--- src/rtl/pwb_pkg.sv ---
package pwb_pkg;
  typedef enum logic [1:0] {
    ST_IDLE = 2'd0,
    ST_FILL = 2'd1,
    ST_PROG = 2'd2
  } pwb_state_e;
endpackage

--- src/rtl/pwb_rst_sync.sv ---
module pwb_rst_sync #(
  parameter int STAGES = 2
) (
  input  logic clk,
  input  logic rst_n,
  output logic rst_sync_n
);
  logic [STAGES-1:0] chain_q;

  always_ff @(posedge clk or negedge rst_n) begin
    if (!rst_n) chain_q <= '0;
    else        chain_q <= {chain_q[STAGES-2:0], 1'b1};
  end

  assign rst_sync_n = chain_q[STAGES-1];
endmodule

--- src/rtl/pwb_slot_latch.sv ---
module pwb_slot_latch #(
  parameter int PAGE_BYTES = 4,
  parameter int DATA_W     = 8,
  localparam int SLOT_W    = $clog2(PAGE_BYTES)
) (
  input  logic                                 clk,
  input  logic                                 rst_n,
  input  logic                                 clr,
  input  logic                                 wr_en,
  input  logic [SLOT_W-1:0]                    wr_slot,
  input  logic [DATA_W-1:0]                    wr_data,
  output logic [PAGE_BYTES-1:0][DATA_W-1:0]    slot_data,
  output logic [PAGE_BYTES-1:0]                slot_mask
);
  for (genvar g = 0; g < PAGE_BYTES; g++) begin : g_slot
    logic hit;
    assign hit = wr_en && (wr_slot == SLOT_W'(g));

    always_ff @(posedge clk or negedge rst_n) begin
      if (!rst_n)   slot_mask[g] <= 1'b0;
      else if (clr) slot_mask[g] <= 1'b0;
      else if (hit) slot_mask[g] <= 1'b1;
    end

    always_ff @(posedge clk) begin
      if (hit) slot_data[g] <= wr_data;
    end
  end
endmodule

--- src/rtl/pwb_prog_timer.sv ---
module pwb_prog_timer #(
  parameter int WR_CYCLES = 625000,
  parameter int CNT_W     = 20
) (
  input  logic             clk,
  input  logic             rst_n,
  input  logic             run,
  output logic [CNT_W-1:0] cnt,
  output logic             done
);
  logic [CNT_W-1:0] cnt_d;

  always_comb begin
    if (run) cnt_d = cnt + CNT_W'(1);
    else     cnt_d = '0;
  end

  always_ff @(posedge clk or negedge rst_n) begin
    if (!rst_n) cnt <= '0;
    else        cnt <= cnt_d;
  end

  assign done = run && (cnt == CNT_W'(WR_CYCLES - 1));
endmodule

--- src/rtl/pwb_sequencer.sv ---
module pwb_sequencer
  import pwb_pkg::*;
#(
  parameter int ADDR_W  = 7,
  parameter int SLOT_W  = 2,
  localparam int PAGE_W = ADDR_W - SLOT_W
) (
  input  logic              clk,
  input  logic              rst_n,
  input  logic              start_vld,
  input  logic [ADDR_W-1:0] start_addr,
  input  logic              byte_vld,
  input  logic              stop_vld,
  input  logic              any_filled,
  input  logic              prog_done,
  output pwb_state_e        state,
  output logic [PAGE_W-1:0] page_q,
  output logic [SLOT_W-1:0] slot_q,
  output logic              latch_wr,
  output logic              latch_clr
);
  pwb_state_e        state_d;
  logic [PAGE_W-1:0] page_d;
  logic [SLOT_W-1:0] slot_d;
  logic              load_en;

  always_comb begin
    state_d   = state;
    page_d    = page_q;
    slot_d    = slot_q;
    load_en   = 1'b0;
    latch_wr  = 1'b0;
    latch_clr = 1'b0;
    unique case (state)
      ST_IDLE: begin
        if (start_vld) begin
          state_d   = ST_FILL;
          load_en   = 1'b1;
          latch_clr = 1'b1;
        end
      end
      ST_FILL: begin
        if (start_vld) begin
          load_en   = 1'b1;
          latch_clr = 1'b1;
        end else if (stop_vld) begin
          if (any_filled) begin
            state_d = ST_PROG;
          end else begin
            state_d   = ST_IDLE;
            latch_clr = 1'b1;
          end
        end else if (byte_vld) begin
          latch_wr = 1'b1;
          slot_d   = slot_q + SLOT_W'(1);
        end
      end
      ST_PROG: begin
        if (prog_done) begin
          state_d   = ST_IDLE;
          latch_clr = 1'b1;
        end
      end
      default: begin
        state_d   = ST_IDLE;
        latch_clr = 1'b1;
      end
    endcase
    if (load_en) begin
      page_d = start_addr[ADDR_W-1:SLOT_W];
      slot_d = start_addr[SLOT_W-1:0];
    end
  end

  always_ff @(posedge clk or negedge rst_n) begin
    if (!rst_n) begin
      state  <= ST_IDLE;
      page_q <= '0;
      slot_q <= '0;
    end else begin
      state  <= state_d;
      page_q <= page_d;
      slot_q <= slot_d;
    end
  end
endmodule

--- src/rtl/page_commit_ctrl.sv ---
module page_commit_ctrl
  import pwb_pkg::*;
#(
  parameter int ADDR_W     = 7,
  parameter int DATA_W     = 8,
  parameter int PAGE_BYTES = 4,
  parameter int WR_CYCLES  = 625000,
  localparam int SLOT_W    = $clog2(PAGE_BYTES),
  localparam int PAGE_W    = ADDR_W - SLOT_W,
  localparam int CW_RAW    = $clog2(WR_CYCLES + 1),
  localparam int CNT_W     = (CW_RAW > SLOT_W) ? CW_RAW : SLOT_W + 1
) (
  input  logic              clk,
  input  logic              rst_n,
  input  logic              start_vld,
  input  logic [ADDR_W-1:0] start_addr,
  input  logic              byte_vld,
  input  logic [DATA_W-1:0] byte_data,
  input  logic              stop_vld,
  output logic              busy,
  output logic              arr_we,
  output logic [ADDR_W-1:0] arr_addr,
  output logic [DATA_W-1:0] arr_wdata
);
  logic                              rst_sync_n;
  pwb_state_e                        state;
  logic [PAGE_W-1:0]                 page_q;
  logic [SLOT_W-1:0]                 slot_q;
  logic                              latch_wr;
  logic                              latch_clr;
  logic [PAGE_BYTES-1:0][DATA_W-1:0] slot_data;
  logic [PAGE_BYTES-1:0]             slot_mask;
  logic                              prog_run;
  logic [CNT_W-1:0]                  prog_cnt;
  logic                              prog_done;
  logic [SLOT_W-1:0]                 drain_slot;
  logic                              drain_window;

  pwb_rst_sync #(.STAGES(2)) u_rst_sync (
    .clk        (clk),
    .rst_n      (rst_n),
    .rst_sync_n (rst_sync_n)
  );

  pwb_sequencer #(.ADDR_W(ADDR_W), .SLOT_W(SLOT_W)) u_seq (
    .clk        (clk),
    .rst_n      (rst_sync_n),
    .start_vld  (start_vld),
    .start_addr (start_addr),
    .byte_vld   (byte_vld),
    .stop_vld   (stop_vld),
    .any_filled (|slot_mask),
    .prog_done  (prog_done),
    .state      (state),
    .page_q     (page_q),
    .slot_q     (slot_q),
    .latch_wr   (latch_wr),
    .latch_clr  (latch_clr)
  );

  pwb_slot_latch #(.PAGE_BYTES(PAGE_BYTES), .DATA_W(DATA_W)) u_latch (
    .clk       (clk),
    .rst_n     (rst_sync_n),
    .clr       (latch_clr),
    .wr_en     (latch_wr),
    .wr_slot   (slot_q),
    .wr_data   (byte_data),
    .slot_data (slot_data),
    .slot_mask (slot_mask)
  );

  assign prog_run = (state == ST_PROG);

  pwb_prog_timer #(.WR_CYCLES(WR_CYCLES), .CNT_W(CNT_W)) u_timer (
    .clk   (clk),
    .rst_n (rst_sync_n),
    .run   (prog_run),
    .cnt   (prog_cnt),
    .done  (prog_done)
  );

  // The first PAGE_BYTES clocks of the cycle walk the slots in order.
  assign drain_slot   = prog_cnt[SLOT_W-1:0];
  assign drain_window = (prog_cnt < CNT_W'(PAGE_BYTES));

  assign busy      = prog_run;
  assign arr_we    = prog_run && drain_window && slot_mask[drain_slot];
  assign arr_addr  = {page_q, drain_slot};
  assign arr_wdata = slot_data[drain_slot];
endmodule

--- config.mk ---
export PLATFORM = sky130hd
export DESIGN_NAME = page_commit_ctrl
export DESIGN_NICKNAME = d
export VERILOG_FILES = /design/src/rtl/pwb_pkg.sv /design/src/rtl/pwb_rst_sync.sv /design/src/rtl/pwb_slot_latch.sv /design/src/rtl/pwb_prog_timer.sv /design/src/rtl/pwb_sequencer.sv /design/src/rtl/page_commit_ctrl.sv
export SDC_FILE = /design/constraint.sdc
export NUM_CORES = 1
export LEC_CHECK = 0
export BUFFER_PORTS_ARGS = -buffer_cell sky130_fd_sc_hd__buf_2
export CAP_MARGIN = 20
export CORE_UTILIZATION = 50
export DETAILED_ROUTE_END_ITERATION = 8
export PLACE_DENSITY = 0.7
export SLEW_MARGIN = 5
export SYNTH_ARGS = -nofsm -noshare
export SYNTH_HDL_FRONTEND = slang
export SYNTH_SLANG_ARGS = --single-unit
--- constraint.sdc ---
create_clock -name clk -period 3 [get_ports clk]
set_input_delay 0.6 -clock clk [delete_from_list [all_inputs] [get_ports clk]]
set_output_delay 0.6 -clock clk [all_outputs]
set_load 0.01 [all_outputs]
==> results.rst <==
.. list-table::
   :header-rows: 1

   * - Metric
     - Value
   * - Run status
     - completed
   * - Met3 usage
     - 0.0337
   * - Most used cells in the layout excluding fill and tap cells
     - sky130_fd_sc_hd__buf_2 (36), sky130_fd_sc_hd__dfrtp_1 (35), sky130_fd_sc_hd__edfxtp_1 (32)
   * - Clock root buffer
     - sky130_fd_sc_hd__clkbuf_8
   * - Number of design rule violations left after detail routing
     - 0
   * - Final max-slew violation count
     - 0
   * - Ratio of final minimum period to clock period
     - 0.825
   * - Number of antenna violations at the first check in global routing
     - 0
   * - Maximum number of pins on one net before global-route repair
     - 34
   * - Number of warning messages in the yosys log
     - 0
   * - Synth top area share
     - 0.330
   * - Clock tree from TritonCTS
     - built
   * - H-tree depth reported by CTS
     - 3
   * - Crit-path cells
     - buf_4, mux4_2, buf_2
   * - Main area contributors after synthesis
     - sky130_fd_sc_hd__edfxtp_1 (33%), sky130_fd_sc_hd__dfrtp_1 (30%), sky130_fd_sc_hd__mux4_2 (7.0%)
   * - GRT busiest layer
     - met2
   * - Average cell area after synthesis
     - 13.1 µm²
   * - Post-CTS resize count
     - 0
   * - Number of input and output port buffers inserted
     - 36
   * - Yosys top cell by area
     - sky130_fd_sc_hd__edfxtp_1
   * - Non-filler instance count after layout
     - 340
   * - Number of buffers inserted during clock tree synthesis
     - 9
   * - Area of the placeable core
     - 5570 µm²
   * - Maximum clock path buffer count
     - 2
   * - Number of top-level design ports
     - 37
   * - Clock period minus worst slack
     - 2.47 ns
   * - Placed cell count
     - 324
   * - Setup repair after global routing missed its margin
     - false
   * - Instance count of the mapped netlist
     - 222
   * - Routability congestion estimate from global placement
     - 0.886
   * - Area of the mapped netlist
     - 2920 µm²
   * - Number of core rows
     - 27
   * - Sequential share of power
     - 0.544
   * - Required time of the worst setup path
     - 2.40 ns
   * - Synthesized Nets
     - 247
   * - Worst stage delay on the critical path
     - 0.64 ns
   * - Vias in the first global route
     - 1878
   * - Type of the worst setup path
     - register to output port
   * - Overall fraction of global-route tracks in use
     - 0.196
   * - Sort of element at the start of the critical path
     - register
   * - Final routed wirelength across all metal layers
     - 5.18 mm
   * - Worst setup skew after layout
     - 0.00615 ns
   * - Max-capacitance violation count
     - 0
   * - Total gr overflow
     - 0
   * - Vias after detailed routing
     - 1858
   * - Share of power burned in combinational logic
     - 0.047
   * - Net switching fraction of the power
     - 0.226
   * - Number of fillers in the final layout
     - 464
   * - Portion of the post-synthesis area used by sequential elements
     - 0.630
   * - Hold Slack
     - 0.0271 ns
   * - Net Switching
     - 414 µW
   * - Wire length of the first global-routing pass
     - 8.94 mm
   * - Detailed placer's ending HPWL
     - 3.57 mm
   * - DR vias/cell
     - 5.46
   * - Peak supply drop
     - 0.361 mV
   * - Final routed wire length divided by cell count
     - 15.2 µm
   * - Flip-flop and latch count after synthesis
     - 67
   * - Ratio of cells with drive above 1 in the final layout
     - 0.269
   * - Number of buffer and inverter stages on the critical path
     - 2
   * - Residual antenna-violating net count after detailed routing
     - 0
   * - Slowest cell on the critical path
     - sky130_fd_sc_hd__dfrtp_1
   * - Worst-case headroom to the max-slew limit
     - 0.556
   * - Detailed-routing iteration count for the pre-antenna-repair pass
     - 4
   * - Global routing met2 resource utilization
     - 0.300
   * - Worst hold-check path type
     - input pin to async pin
   * - Distinct cells, synth
     - 34
   * - Power density of the placed cells
     - 543 nW/µm²
   * - Static leakage power
     - 0.00131 µW
   * - TNS Setup
     - 0 ns
   * - Endpoint type of the worst setup path
     - output port
   * - Area of the die
     - 6140 µm²
   * - Internal Pwr Total
     - 1410 µW
   * - Final hold violation count
     - 0
   * - Antenna fix cells
     - 0
   * - Height of the chip
     - 78.4 µm
   * - Die X
     - 78.4 µm
   * - Family with the most delay on the worst path
     - flip-flops
   * - Worst Max-Slew Pin Slew
     - 0.665 ns
   * - Initial drt markers
     - 118
   * - Most common cell after layout, fill and taps aside
     - sky130_fd_sc_hd__buf_2
   * - Power share of the clock group
     - 0.409
   * - CTS Hold Bufs
     - 0
   * - Met1 capacity usage during global routing
     - 0.266
   * - CP Data Arrival Time
     - 1.87 ns
   * - Number of sinks driven by the clock tree
     - 67
   * - Final #Nets
     - 288
   * - Fmax
     - 404 MHz
   * - Clock-pin transition on the worst setup and hold timing paths
     - 0.07 ns
   * - Area delta synth->final
     - 15.5%
   * - Clock latency of the later-clocked register in the worst-skew pair
     - 0.34 ns
   * - Buffer count from post-CTS setup fixing
     - 0
   * - Finish-stage setup viols
     - 0
   * - Starting density of the core
     - 0.523
   * - Crit Path Max Fanout
     - 10
==> path summary, 6_finish.rpt <==
path / start / endpoint / slack [ns] / cells past startpoint
min in group clk: u_rst_sync.chain_q[0] / u_rst_sync.chain_q[1] / 0.36 / 0
setup reg to reg: u_timer.cnt[0] / u_latch.slot_mask[1] / 0.89 / 5
setup / recovery: u_timer.cnt[0] / arr_wdata[3] / 0.53 / 3
max in group asynchronous: u_rst_sync.chain_q[1] / u_timer.cnt[6] / 2.43 / 1
hold / removal: rst_n / u_rst_sync.chain_q[1] / 0.03 / 1
hold reg to reg: u_rst_sync.chain_q[1] / u_timer.cnt[13] / 0.27 / 1
==> kinds of logic after synthesis <==
logic type               count (synthesis)  share of synthesized area
AND/OR/NAND/NOR                         85                      0.150
flip-flops                              67                      0.630
AO/OA/AOI/OAI                           20                     0.0416
buffers and inverters                   16                     0.0240
multiplexers                            15                     0.0923
XOR/XNOR                                13                     0.0391
adder cells (fa/ha/maj)                  5                     0.0215
other                                    1                    0.00129
==> layer usage <==
metal | part of all wire | wire length [µm] | up-vias
li1 | - | - | 892
met1 | 0.47 | 2440 | 906
met2 | 0.46 | 2400 | 50
met3 | 0.040 | 206 | 10
met4 | 0.024 | 126 | 0
met5 | 0 | 0 | -
==> stage by stage <==
stage	setup WS (ns)	utilization	power, µW	cell area (µm²)
after floorplan	0.924	-	1060	2920
after global placement	0.866	0.568	1100	3170
after detailed placement	0.851	0.568	1100	3170
after CTS	0.472	0.604	1850	3370
after global routing	0.382	0.604	1900	3370
final	0.525	0.604	1830	3370
==> sequential cells by signal, summed over array words and instances, names as in the netlist <==
signal,cells
u_latch.slot_data,32
u_timer.cnt,20
u_seq.page_q,5
u_latch.slot_mask,4
u_rst_sync.chain_q,2
u_seq.slot_q,2
u_seq.state,2
==> layout make-up <==
class / count / area (µm²) / area share
flip-flops and latches: 67 / 1840 / 0.546
multi-input cells: 139 / 1010 / 0.300
repair buffers: 40 / 210 / 0.0624
clock buffers: 10 / 128 / 0.0379
well taps: 72 / 90.1 / 0.0268
clock inverters: 6 / 71.3 / 0.0212
inverters: 6 / 22.5 / 0.00669
==> power by group through the flow <==
stage	combinational, µW	clock [µW]	sequential, µW
3_5_place_dp	87.2	0	1010
3_3_place_gp	85.2	0	1010
5_1_grt	97.2	803	996
4_1_cts	87.4	766	994
6_report	85.4	748	994
2_1_floorplan	39.7	0	1020
==> worst reg2reg max path, stage by stage (launching register included) <==
cell and delay (ns):
sky130_fd_sc_hd__dfrtp_1 0.64, sky130_fd_sc_hd__ha_1 0.34, sky130_fd_sc_hd__nand3_1 0.18, sky130_fd_sc_hd__or3_1 0.43, sky130_fd_sc_hd__o21bai_1 0.30, sky130_fd_sc_hd__nor2_1 0.09
==> synth_stat cells <==
cell,count
sky130_fd_sc_hd__nand4_2,1
sky130_fd_sc_hd__and2_1,5
sky130_fd_sc_hd__or3_1,2
sky130_fd_sc_hd__o21ai_0,4
sky130_fd_sc_hd__o31ai_1,4
sky130_fd_sc_hd__nand4_1,5
sky130_fd_sc_hd__inv_1,6
sky130_fd_sc_hd__nor2_1,25
sky130_fd_sc_hd__or4_1,5
sky130_fd_sc_hd__buf_4,2
sky130_fd_sc_hd__clkbuf_1,3
sky130_fd_sc_hd__ha_1,5
sky130_fd_sc_hd__and3_1,4
sky130_fd_sc_hd__mux4_2,9
sky130_fd_sc_hd__mux2_2,5
sky130_fd_sc_hd__nor4_1,8
sky130_fd_sc_hd__buf_2,2
sky130_fd_sc_hd__xor2_1,5
sky130_fd_sc_hd__nand2_1,10
sky130_fd_sc_hd__a221o_1,1
sky130_fd_sc_hd__mux2i_1,1
sky130_fd_sc_hd__edfxtp_1,32
sky130_fd_sc_hd__o311ai_0,1
sky130_fd_sc_hd__or2_2,2
sky130_fd_sc_hd__a21oi_1,9
sky130_fd_sc_hd__nor3_1,3
sky130_fd_sc_hd__nor2b_1,2
sky130_fd_sc_hd__nand2b_1,1
sky130_fd_sc_hd__nand3_1,12
sky130_fd_sc_hd__dfrtp_1,35
sky130_fd_sc_hd__buf_1,3
sky130_fd_sc_hd__o21bai_1,1
sky130_fd_sc_hd__conb_1,1
sky130_fd_sc_hd__xnor2_1,8
Power figures use the tool's default switching activity.
